## config.mk

```make
export PLATFORM = sky130hd
export DESIGN_NAME = bridge_drive_seq
export DESIGN_NICKNAME = d
export VERILOG_FILES = /design/src/rtl/bds_pkg.sv /design/src/rtl/bds_sync_filt.sv /design/src/rtl/bds_fsm.sv /design/src/rtl/bds_out.sv /design/src/rtl/bridge_drive_seq.sv
export SDC_FILE = /design/constraint.sdc
export NUM_CORES = 1
export LEC_CHECK = 0
export ABC_AREA = 1
export CAP_MARGIN = 5
export CORE_ASPECT_RATIO = 1.75
export CORE_MARGIN = 2
export CORE_UTILIZATION = 59
export DETAILED_ROUTE_END_ITERATION = 10
export PLACE_DENSITY = 0.82
export REMOVE_ABC_BUFFERS = 1
export SLEW_MARGIN = 10
export SYNTH_ARGS = -nofsm -noshare
export SYNTH_HDL_FRONTEND = slang
export SYNTH_SLANG_ARGS = --single-unit
```

## constraint.sdc

```tcl
create_clock -name clk_i -period 2.8 [get_ports clk_i]
set_clock_uncertainty 0.2 [all_clocks]
set_input_delay 0.84 -clock clk_i [delete_from_list [all_inputs] [get_ports clk_i]]
set_output_delay 0.84 -clock clk_i [all_outputs]
set_load 0.02 [all_outputs]
```

## src/rtl/bds_pkg.sv

```systemverilog
`timescale 1ns/1ps
package bds_pkg;
  typedef enum logic [2:0] {
    ST_OFF   = 3'd0,
    ST_PRE   = 3'd1,
    ST_RUNA  = 3'd2,
    ST_RUNB  = 3'd3,
    ST_GAP   = 3'd4,
    ST_FAULT = 3'd5,
    ST_PAUSE = 3'd6
  } seq_st_e;

  localparam int unsigned N_FLAGS = 6;
  localparam int unsigned FL_VHI  = 0;
  localparam int unsigned FL_VLO  = 1;
  localparam int unsigned FL_R6   = 2;
  localparam int unsigned FL_R3   = 3;
  localparam int unsigned FL_R23  = 4;
  localparam int unsigned FL_SD   = 5;
endpackage

```

## src/rtl/bds_sync_filt.sv

```systemverilog
`timescale 1ns/1ps
module bds_sync_filt #(
  parameter int unsigned SYNC_STAGES = 2,
  parameter int unsigned FILT_LEN    = 2
) (
  input  logic clk_i,
  input  logic rst_ni,
  input  logic d_i,
  output logic q_o
);
  logic [SYNC_STAGES-1:0] sync_q;
  logic [FILT_LEN-1:0]    hist_q;
  logic                   q_q;

  always_ff @(posedge clk_i or negedge rst_ni) begin
    if (!rst_ni) begin
      sync_q <= '0;
      hist_q <= '0;
      q_q    <= 1'b0;
    end else begin
      sync_q <= {sync_q[SYNC_STAGES-2:0], d_i};
      hist_q <= {hist_q[FILT_LEN-2:0], sync_q[SYNC_STAGES-1]};
      // output moves only when the whole window agrees
      if (&hist_q)       q_q <= 1'b1;
      else if (~|hist_q) q_q <= 1'b0;
    end
  end

  assign q_o = q_q;
endmodule

```

## src/rtl/bds_fsm.sv

```systemverilog
`timescale 1ns/1ps
module bds_fsm
  import bds_pkg::*;
#(
  parameter int unsigned DEAD_CYC = 100
) (
  input  logic    clk_i,
  input  logic    rst_ni,
  input  logic    vhi_i,
  input  logic    vlo_i,
  input  logic    r6_i,
  input  logic    r3_i,
  input  logic    r23_i,
  input  logic    sd_i,
  output seq_st_e st_o,
  output logic    chg_o
);
  localparam int unsigned CW = (DEAD_CYC > 1) ? $clog2(DEAD_CYC) : 1;
  localparam logic [CW-1:0] CNT_LAST = CW'(DEAD_CYC - 1);

  seq_st_e       st_q, st_d, nxt_q, nxt_d;
  logic          chg_q, chg_d;
  logic [CW-1:0] cnt_q, cnt_d;

  always_comb begin
    st_d  = st_q;
    nxt_d = nxt_q;
    chg_d = chg_q;
    cnt_d = '0;
    if (st_q != ST_OFF && !vlo_i) begin
      st_d  = ST_OFF;
      chg_d = 1'b0;
    end else if (st_q != ST_OFF && st_q != ST_FAULT && sd_i) begin
      st_d  = ST_FAULT;
      chg_d = 1'b0;
    end else begin
      unique case (st_q)
        ST_OFF: begin
          chg_d = 1'b0;
          if (vhi_i) begin
            st_d  = ST_PRE;
            chg_d = 1'b1;
          end
        end
        ST_PRE: begin
          chg_d = 1'b1;
          if (r3_i) begin
            st_d  = ST_GAP;
            nxt_d = ST_RUNA;
          end
        end
        ST_GAP: begin
          if (!r6_i) begin
            st_d  = ST_PAUSE;
            chg_d = 1'b1;
          end else if (cnt_q == CNT_LAST) begin
            st_d = nxt_q;
          end else begin
            cnt_d = cnt_q + 1'b1;
          end
        end
        ST_RUNA: begin
          if (!r6_i) begin
            st_d  = ST_PAUSE;
            chg_d = 1'b1;
          end else if (r23_i) begin
            st_d  = ST_GAP;
            nxt_d = ST_RUNB;
            chg_d = 1'b0;
          end
        end
        ST_RUNB: begin
          if (!r6_i) begin
            st_d  = ST_PAUSE;
            chg_d = 1'b1;
          end else if (!r3_i) begin
            st_d  = ST_GAP;
            nxt_d = ST_RUNA;
            chg_d = 1'b1;
          end
        end
        ST_FAULT: chg_d = 1'b0;
        ST_PAUSE: begin
          chg_d = 1'b1;
          if (r6_i) st_d = ST_PRE;
        end
        default: begin
          st_d  = ST_OFF;
          chg_d = 1'b0;
        end
      endcase
    end
  end

  always_ff @(posedge clk_i or negedge rst_ni) begin
    if (!rst_ni) begin
      st_q  <= ST_OFF;
      nxt_q <= ST_RUNA;
      chg_q <= 1'b0;
      cnt_q <= '0;
    end else begin
      st_q  <= st_d;
      nxt_q <= nxt_d;
      chg_q <= chg_d;
      cnt_q <= cnt_d;
    end
  end

  assign st_o  = st_q;
  assign chg_o = chg_q;
endmodule

```

## src/rtl/bds_out.sv

```systemverilog
`timescale 1ns/1ps
module bds_out
  import bds_pkg::*;
#(
  parameter bit PAUSE_LOW_ON = 1'b1
) (
  input  seq_st_e st_i,
  output logic    lo1_o,
  output logic    lo2_o,
  output logic    hi1_o,
  output logic    hi2_o
);
  logic pause_lo;

  generate
    if (PAUSE_LOW_ON) begin : g_pause_boot
      assign pause_lo = 1'b1;
    end else begin : g_pause_off
      assign pause_lo = 1'b0;
    end
  endgenerate

  always_comb begin
    lo1_o = 1'b0;
    lo2_o = 1'b0;
    hi1_o = 1'b0;
    hi2_o = 1'b0;
    unique case (st_i)
      ST_PRE: begin
        lo1_o = 1'b1;
        lo2_o = 1'b1;
      end
      ST_RUNA: begin
        lo1_o = 1'b1;
        hi2_o = 1'b1;
      end
      ST_RUNB: begin
        lo2_o = 1'b1;
        hi1_o = 1'b1;
      end
      ST_PAUSE: begin
        lo1_o = pause_lo;
        lo2_o = pause_lo;
      end
      default: ;
    endcase
  end
endmodule

```

## src/rtl/bridge_drive_seq.sv

```systemverilog
`timescale 1ns/1ps
module bridge_drive_seq
  import bds_pkg::*;
#(
  parameter int unsigned DEAD_CYC     = 100,
  parameter int unsigned SYNC_STAGES  = 2,
  parameter int unsigned FILT_LEN     = 2,
  parameter bit          PAUSE_LOW_ON = 1'b1
) (
  input  logic       clk_i,
  input  logic       rst_ni,
  input  logic       vdd_hi_i,
  input  logic       vdd_lo_i,
  input  logic       ramp_sixth_i,
  input  logic       ramp_third_i,
  input  logic       ramp_two3_i,
  input  logic       sd_i,
  output logic       ramp_charge_o,
  output logic       lo1_o,
  output logic       lo2_o,
  output logic       hi1_o,
  output logic       hi2_o,
  output logic [2:0] state_o
);
  logic [N_FLAGS-1:0] raw_flags, flt_flags;
  seq_st_e            st;
  logic               vdd_lo_f;

  assign raw_flags[FL_VHI] = vdd_hi_i;
  assign raw_flags[FL_VLO] = vdd_lo_i;
  assign raw_flags[FL_R6]  = ramp_sixth_i;
  assign raw_flags[FL_R3]  = ramp_third_i;
  assign raw_flags[FL_R23] = ramp_two3_i;
  assign raw_flags[FL_SD]  = sd_i;

  generate
    for (genvar g = 0; g < N_FLAGS; g++) begin : g_flt
      bds_sync_filt #(
        .SYNC_STAGES(SYNC_STAGES),
        .FILT_LEN   (FILT_LEN)
      ) i_filt (
        .clk_i (clk_i),
        .rst_ni(rst_ni),
        .d_i   (raw_flags[g]),
        .q_o   (flt_flags[g])
      );
    end
  endgenerate

  assign vdd_lo_f = flt_flags[FL_VLO];

  bds_fsm #(.DEAD_CYC(DEAD_CYC)) i_fsm (
    .clk_i (clk_i),
    .rst_ni(rst_ni),
    .vhi_i (flt_flags[FL_VHI]),
    .vlo_i (flt_flags[FL_VLO]),
    .r6_i  (flt_flags[FL_R6]),
    .r3_i  (flt_flags[FL_R3]),
    .r23_i (flt_flags[FL_R23]),
    .sd_i  (flt_flags[FL_SD]),
    .st_o  (st),
    .chg_o (ramp_charge_o)
  );

  bds_out #(.PAUSE_LOW_ON(PAUSE_LOW_ON)) i_out (
    .st_i (st),
    .lo1_o(lo1_o),
    .lo2_o(lo2_o),
    .hi1_o(hi1_o),
    .hi2_o(hi2_o)
  );

  assign state_o = st;
endmodule

```

==> impl_results.html <==
<table>
<tr><th>Metric</th><th>Value</th></tr>
<tr><th colspan="2">Routing</th></tr>
<tr><td>Average wire length per cell after detail routing</td><td>between 15 and 20 um</td></tr>
<tr><td>Number of routed nets with antenna violations</td><td>0</td></tr>
<tr><td>DRT Pass-1 Iters</td><td>4</td></tr>
<tr><td>Total DRC errors in the routed layout</td><td>0</td></tr>
<tr><td>Initial detailed-routing violation count</td><td>56</td></tr>
<tr><td>Number of vias in the routed layout</td><td>1224</td></tr>
<tr><td>Vias per std cell</td><td>slightly below 6</td></tr>
<tr><td>DRT Wirelength</td><td>~3300 um</td></tr>
<tr><th colspan="2">Clock network</th></tr>
<tr><td>Sink Count</td><td>42</td></tr>
<tr><td>H-tree level count</td><td>2</td></tr>
<tr><td>Clock Latency Late Sink</td><td>a little under 0.3 ns</td></tr>
<tr><td>Clock tree root driver cell</td><td>clkbuf_8</td></tr>
<tr><td>Total clock buffers created by CTS</td><td>5</td></tr>
<tr><td>Clock input transition at the sequential cells of the worst setup and hold paths</td><td>~0.080 ns</td></tr>
<tr><td>Clock tree from TritonCTS</td><td>built</td></tr>
<tr><td>Buffer depth of the longest clock path</td><td>2</td></tr>
<tr><th colspan="2">Timing</th></tr>
<tr><td>Final setup viols</td><td>0</td></tr>
<tr><td>Final hold slack</td><td>0.136 ns</td></tr>
<tr><td>Final hold viol count</td><td>0</td></tr>
<tr><td>Clock period minus final worst setup slack</td><td>2.57 ns</td></tr>
<tr><td>Highest attainable clock frequency</td><td>389 MHz</td></tr>
<tr><td>Final max-slew violation count</td><td>0</td></tr>
<tr><td>Relative slew slack</td><td>0.420</td></tr>
<tr><td>Worst-margin pin slew</td><td>between 0.8 and 0.9 ns</td></tr>
<tr><td>Share of the cycle needed by the critical path after routing</td><td>0.918</td></tr>
<tr><td>RSZ-0062 raised after global routing</td><td>false</td></tr>
<tr><td>Total Neg Setup Slack</td><td>0 ns</td></tr>
<tr><th colspan="2">Setup path</th></tr>
<tr><td>Crit Path Max Fanout</td><td>12</td></tr>
<tr><td>Crit Reg-Reg Startpoint</td><td>i_fsm.st_o[1]</td></tr>
<tr><td>Worst setup SP type</td><td>register</td></tr>
<tr><td>Destination of the worst register-to-register timing path</td><td>i_fsm.st_o[1]</td></tr>
<tr><td>CP Data Arrival Time</td><td>roughly 1.5 ns</td></tr>
<tr><td>Kind of critical path</td><td>register to primary output</td></tr>
<tr><td>Worst reg-to-reg path cell count</td><td>10</td></tr>
<tr><td>Required time at the worst-slack endpoint</td><td>between 1.5 and 2 ns</td></tr>
<tr><td>Kind of end point of the critical path</td><td>primary output</td></tr>
<tr><td>Worst setup slack for register-to-register paths</td><td>approximately 0.95 ns</td></tr>
<tr><th colspan="2">Min path</th></tr>
<tr><td>Hold path start</td><td>g_flt[1].i_filt.sync_q[1]</td></tr>
<tr><td>Number of stages on the worst hold path</td><td>0</td></tr>
<tr><td>Hold crit path type</td><td>register to register</td></tr>
<tr><td>Hold Path Sink</td><td>g_flt[1].i_filt.hist_q[0]</td></tr>
<tr><th colspan="2">Global route</th></tr>
<tr><td>GR Util met3</td><td>0.0569</td></tr>
<tr><td>Met2 Resource Use GR</td><td>0.427</td></tr>
<tr><td>Total routing usage reported by global routing</td><td>0.245</td></tr>
<tr><td>Remaining Overflow, GRT</td><td>0</td></tr>
<tr><td>Busiest layer in global routing</td><td>met2</td></tr>
<tr><td>Number of global-route vias before repair</td><td>approximately 1300</td></tr>
<tr><td>M1 GR Usage</td><td>0.275</td></tr>
<tr><td>Antenna violations before repair</td><td>0</td></tr>
<tr><td>Maximum number of pins on one net before global-route repair</td><td>43</td></tr>
<tr><td>Global-route wire length before repair</td><td>roughly 5800 um</td></tr>
<tr><th colspan="2">Synthesis</th></tr>
<tr><td>Average size of a mapped cell</td><td>10.5 um^2</td></tr>
<tr><td>Post-Synthesis Cell Area</td><td>1720 um^2</td></tr>
<tr><td>Flip-flop and latch count after synthesis</td><td>42</td></tr>
<tr><td>Count of distinct cell types in the synthesized netlist</td><td>26</td></tr>
<tr><td>Sequential fraction of the synthesis area</td><td>0.612</td></tr>
<tr><td>Post-Syn Instances</td><td>~160</td></tr>
<tr><td>Number of warnings printed during yosys synthesis</td><td>0</td></tr>
<tr><th colspan="2">Floorplan</th></tr>
<tr><td>Number of cell rows</td><td>25</td></tr>
<tr><td>Starting utilization of the core area</td><td>0.624</td></tr>
<tr><td>I/O Pins</td><td>16</td></tr>
<tr><td>Floorplan core area</td><td>roughly 2800 um^2</td></tr>
<tr><td>Vert. Die Dim</td><td>75.4 um</td></tr>
<tr><td>Chip width</td><td>~45 um</td></tr>
<tr><td>Die Area</td><td>about 3400 um^2</td></tr>
<tr><th colspan="2">Finish</th></tr>
<tr><td>Summed area of non-filler cells in the final layout</td><td>1970 um^2</td></tr>
<tr><td>Final net count</td><td>roughly 200</td></tr>
<tr><td>Share of layout cells above drive strength 1</td><td>0.158</td></tr>
<tr><td>Number of antenna diodes</td><td>0</td></tr>
<tr><td>Post-layout util</td><td>0.717</td></tr>
<tr><td>Area added between synthesis and finish</td><td>14.9%</td></tr>
<tr><th colspan="2">Job</th></tr>
<tr><td>Reported max-cap violation count</td><td>0</td></tr>
<tr><th colspan="2">Placed design</th></tr>
<tr><td>Buffers added on ports</td><td>15</td></tr>
<tr><td>Placed wire-length estimate</td><td>roughly 2400 um</td></tr>
<tr><td>Final weighted congestion in routability-driven placement</td><td>0.892</td></tr>
<tr><td>Placed inst area</td><td>between 1500 and 2000 um^2</td></tr>
<tr><th colspan="2">Outcome</th></tr>
<tr><td>Run status</td><td>completed</td></tr>
<tr><th colspan="2">Power and ir drop</th></tr>
<tr><td>Cell leakage power</td><td>0.961 nW</td></tr>
<tr><td>Power per standard cell area</td><td>between 900 and 1000 nW/um^2</td></tr>
<tr><td>Worst ir drop on vdd</td><td>0.580 mV</td></tr>
<tr><td>Pwr Total</td><td>~1.8 mW</td></tr>
</table>
## layout by cell type (no fill, tap or decap), drive strengths merged, types with 2 or more instances in the layout
| cell | instances |
|---|---|
| nand4 | 5 |
| buf | 3 |
| inv | 16 |
| nor3 | 2 |
| dlymetal6s2s | 2 |
| clkdlybuf4s50 | 10 |
| o21ai | 8 |
| nor2 | 22 |
| dlygate4sd2 | 2 |
| dfrtp | 42 |
| a21oi | 10 |
| nand3 | 15 |
| clkbuf | 6 |
| nand2 | 27 |
| ha | 7 |
## flip-flops by register name, summed over array words and instances, names as in the netlist
signal and flops:
g_flt.i_filt.hist_q 12, g_flt.i_filt.sync_q 12, i_fsm.cnt_q 7, g_flt.i_filt.q_o 6
i_fsm.st_o 3, i_fsm.chg_o 1, i_fsm.nxt_q 1
## synth_stat cells
master,count,area [um^2]
a21oi_1,10,50.1
a31oi_1,1,6.26
buf_4,2,15.0
buf_6,1,11.3
dfrtp_1,42,1050
ha_1,7,87.6
inv_1,10,37.5
inv_2,6,22.5
mux2_2,1,11.3
nand2_1,23,86.3
nand2_2,4,25.0
nand3_1,13,65.1
nand3_2,2,20.0
nand4_1,5,31.3
nor2_1,18,67.6
nor2_2,2,12.5
nor2_4,1,11.3
nor2_8,1,20.0
nor3_1,2,10.0
o2111ai_1,1,8.76
o21ai_0,2,10.0
o21ai_1,5,25.0
o21ai_2,1,8.76
or2_1,1,6.26
xnor2_1,1,8.76
xor2_1,1,8.76
## routing by layer
layer	wire, um	vias to the layer above	part of all wire
li1	-	573	-
met1	1220	599	0.37
met2	1830	43	0.55
met3	166	9	0.050
met4	112	0	0.034
met5	0	-	0
## per-stage QoR
step                setup WS, ns  std cells
finish                     0.229        210
global route               0.149        210
CTS                       0.0379        210
detailed placement         0.209        204
global placement           0.290        204
floorplan                  0.471        160
## cell type report
cell class	count	area (um^2)
Clock buffer	6	82.6
Inverter	16	60.1
Tap cell	27	33.8
Fill cell	206	779
Multi-Input combinational cell	102	581
Sequential cell	42	1050
Timing Repair Buffer	17	163
## worst max-delay path by stage
stage                       start    end  slack (ns)  depth (start not counted)
floorplan           i_fsm.st_o[0]  lo1_o        0.47                          2
global placement    i_fsm.st_o[2]  lo1_o        0.29                          4
detailed placement  i_fsm.st_o[2]  lo1_o        0.21                          4
CTS                 i_fsm.st_o[2]  hi2_o        0.04                          4
global route        i_fsm.st_o[2]  lo1_o        0.15                          4
finish              i_fsm.st_o[2]  lo1_o        0.23                          4
## cell families after synthesis
family | synth area share
AND/OR/NAND/NOR | 0.207
AO/OA/AOI/OAI | 0.0634
flip-flops | 0.612
XOR/XNOR | 0.0102
multiplexers | 0.00655
adder cells (fa/ha/maj) | 0.0510
buffers and inverters | 0.0503
## timing repair
action | 4_1_cts | 5_1_grt
hold endpoints to repair | 0 | 0
gates cloned | 0 | 0
resized for setup | 4 | 2
setup endpoints to repair | 3 | 2
hold buffers | 0 | 0
buffers inserted | 0 | 0
## power by group
| part | internal (mW) | leakage, nW | switching, mW |
|---|---|---|---|
| Clock | 0.190 | 0.0431 | 0.178 |
| Combinational | 0.263 | 0.406 | 0.456 |
| Sequential | 0.675 | 0.512 | 0.0734 |
## worst max-delay path: stages (launching register included)
cell and delay (ns):
dfrtp_2 0.50, inv_2 0.14, nand2_1 0.09, o21ai_0 0.15, dlygate4sd2_1 0.35
Power figures use the tool's default switching activity.
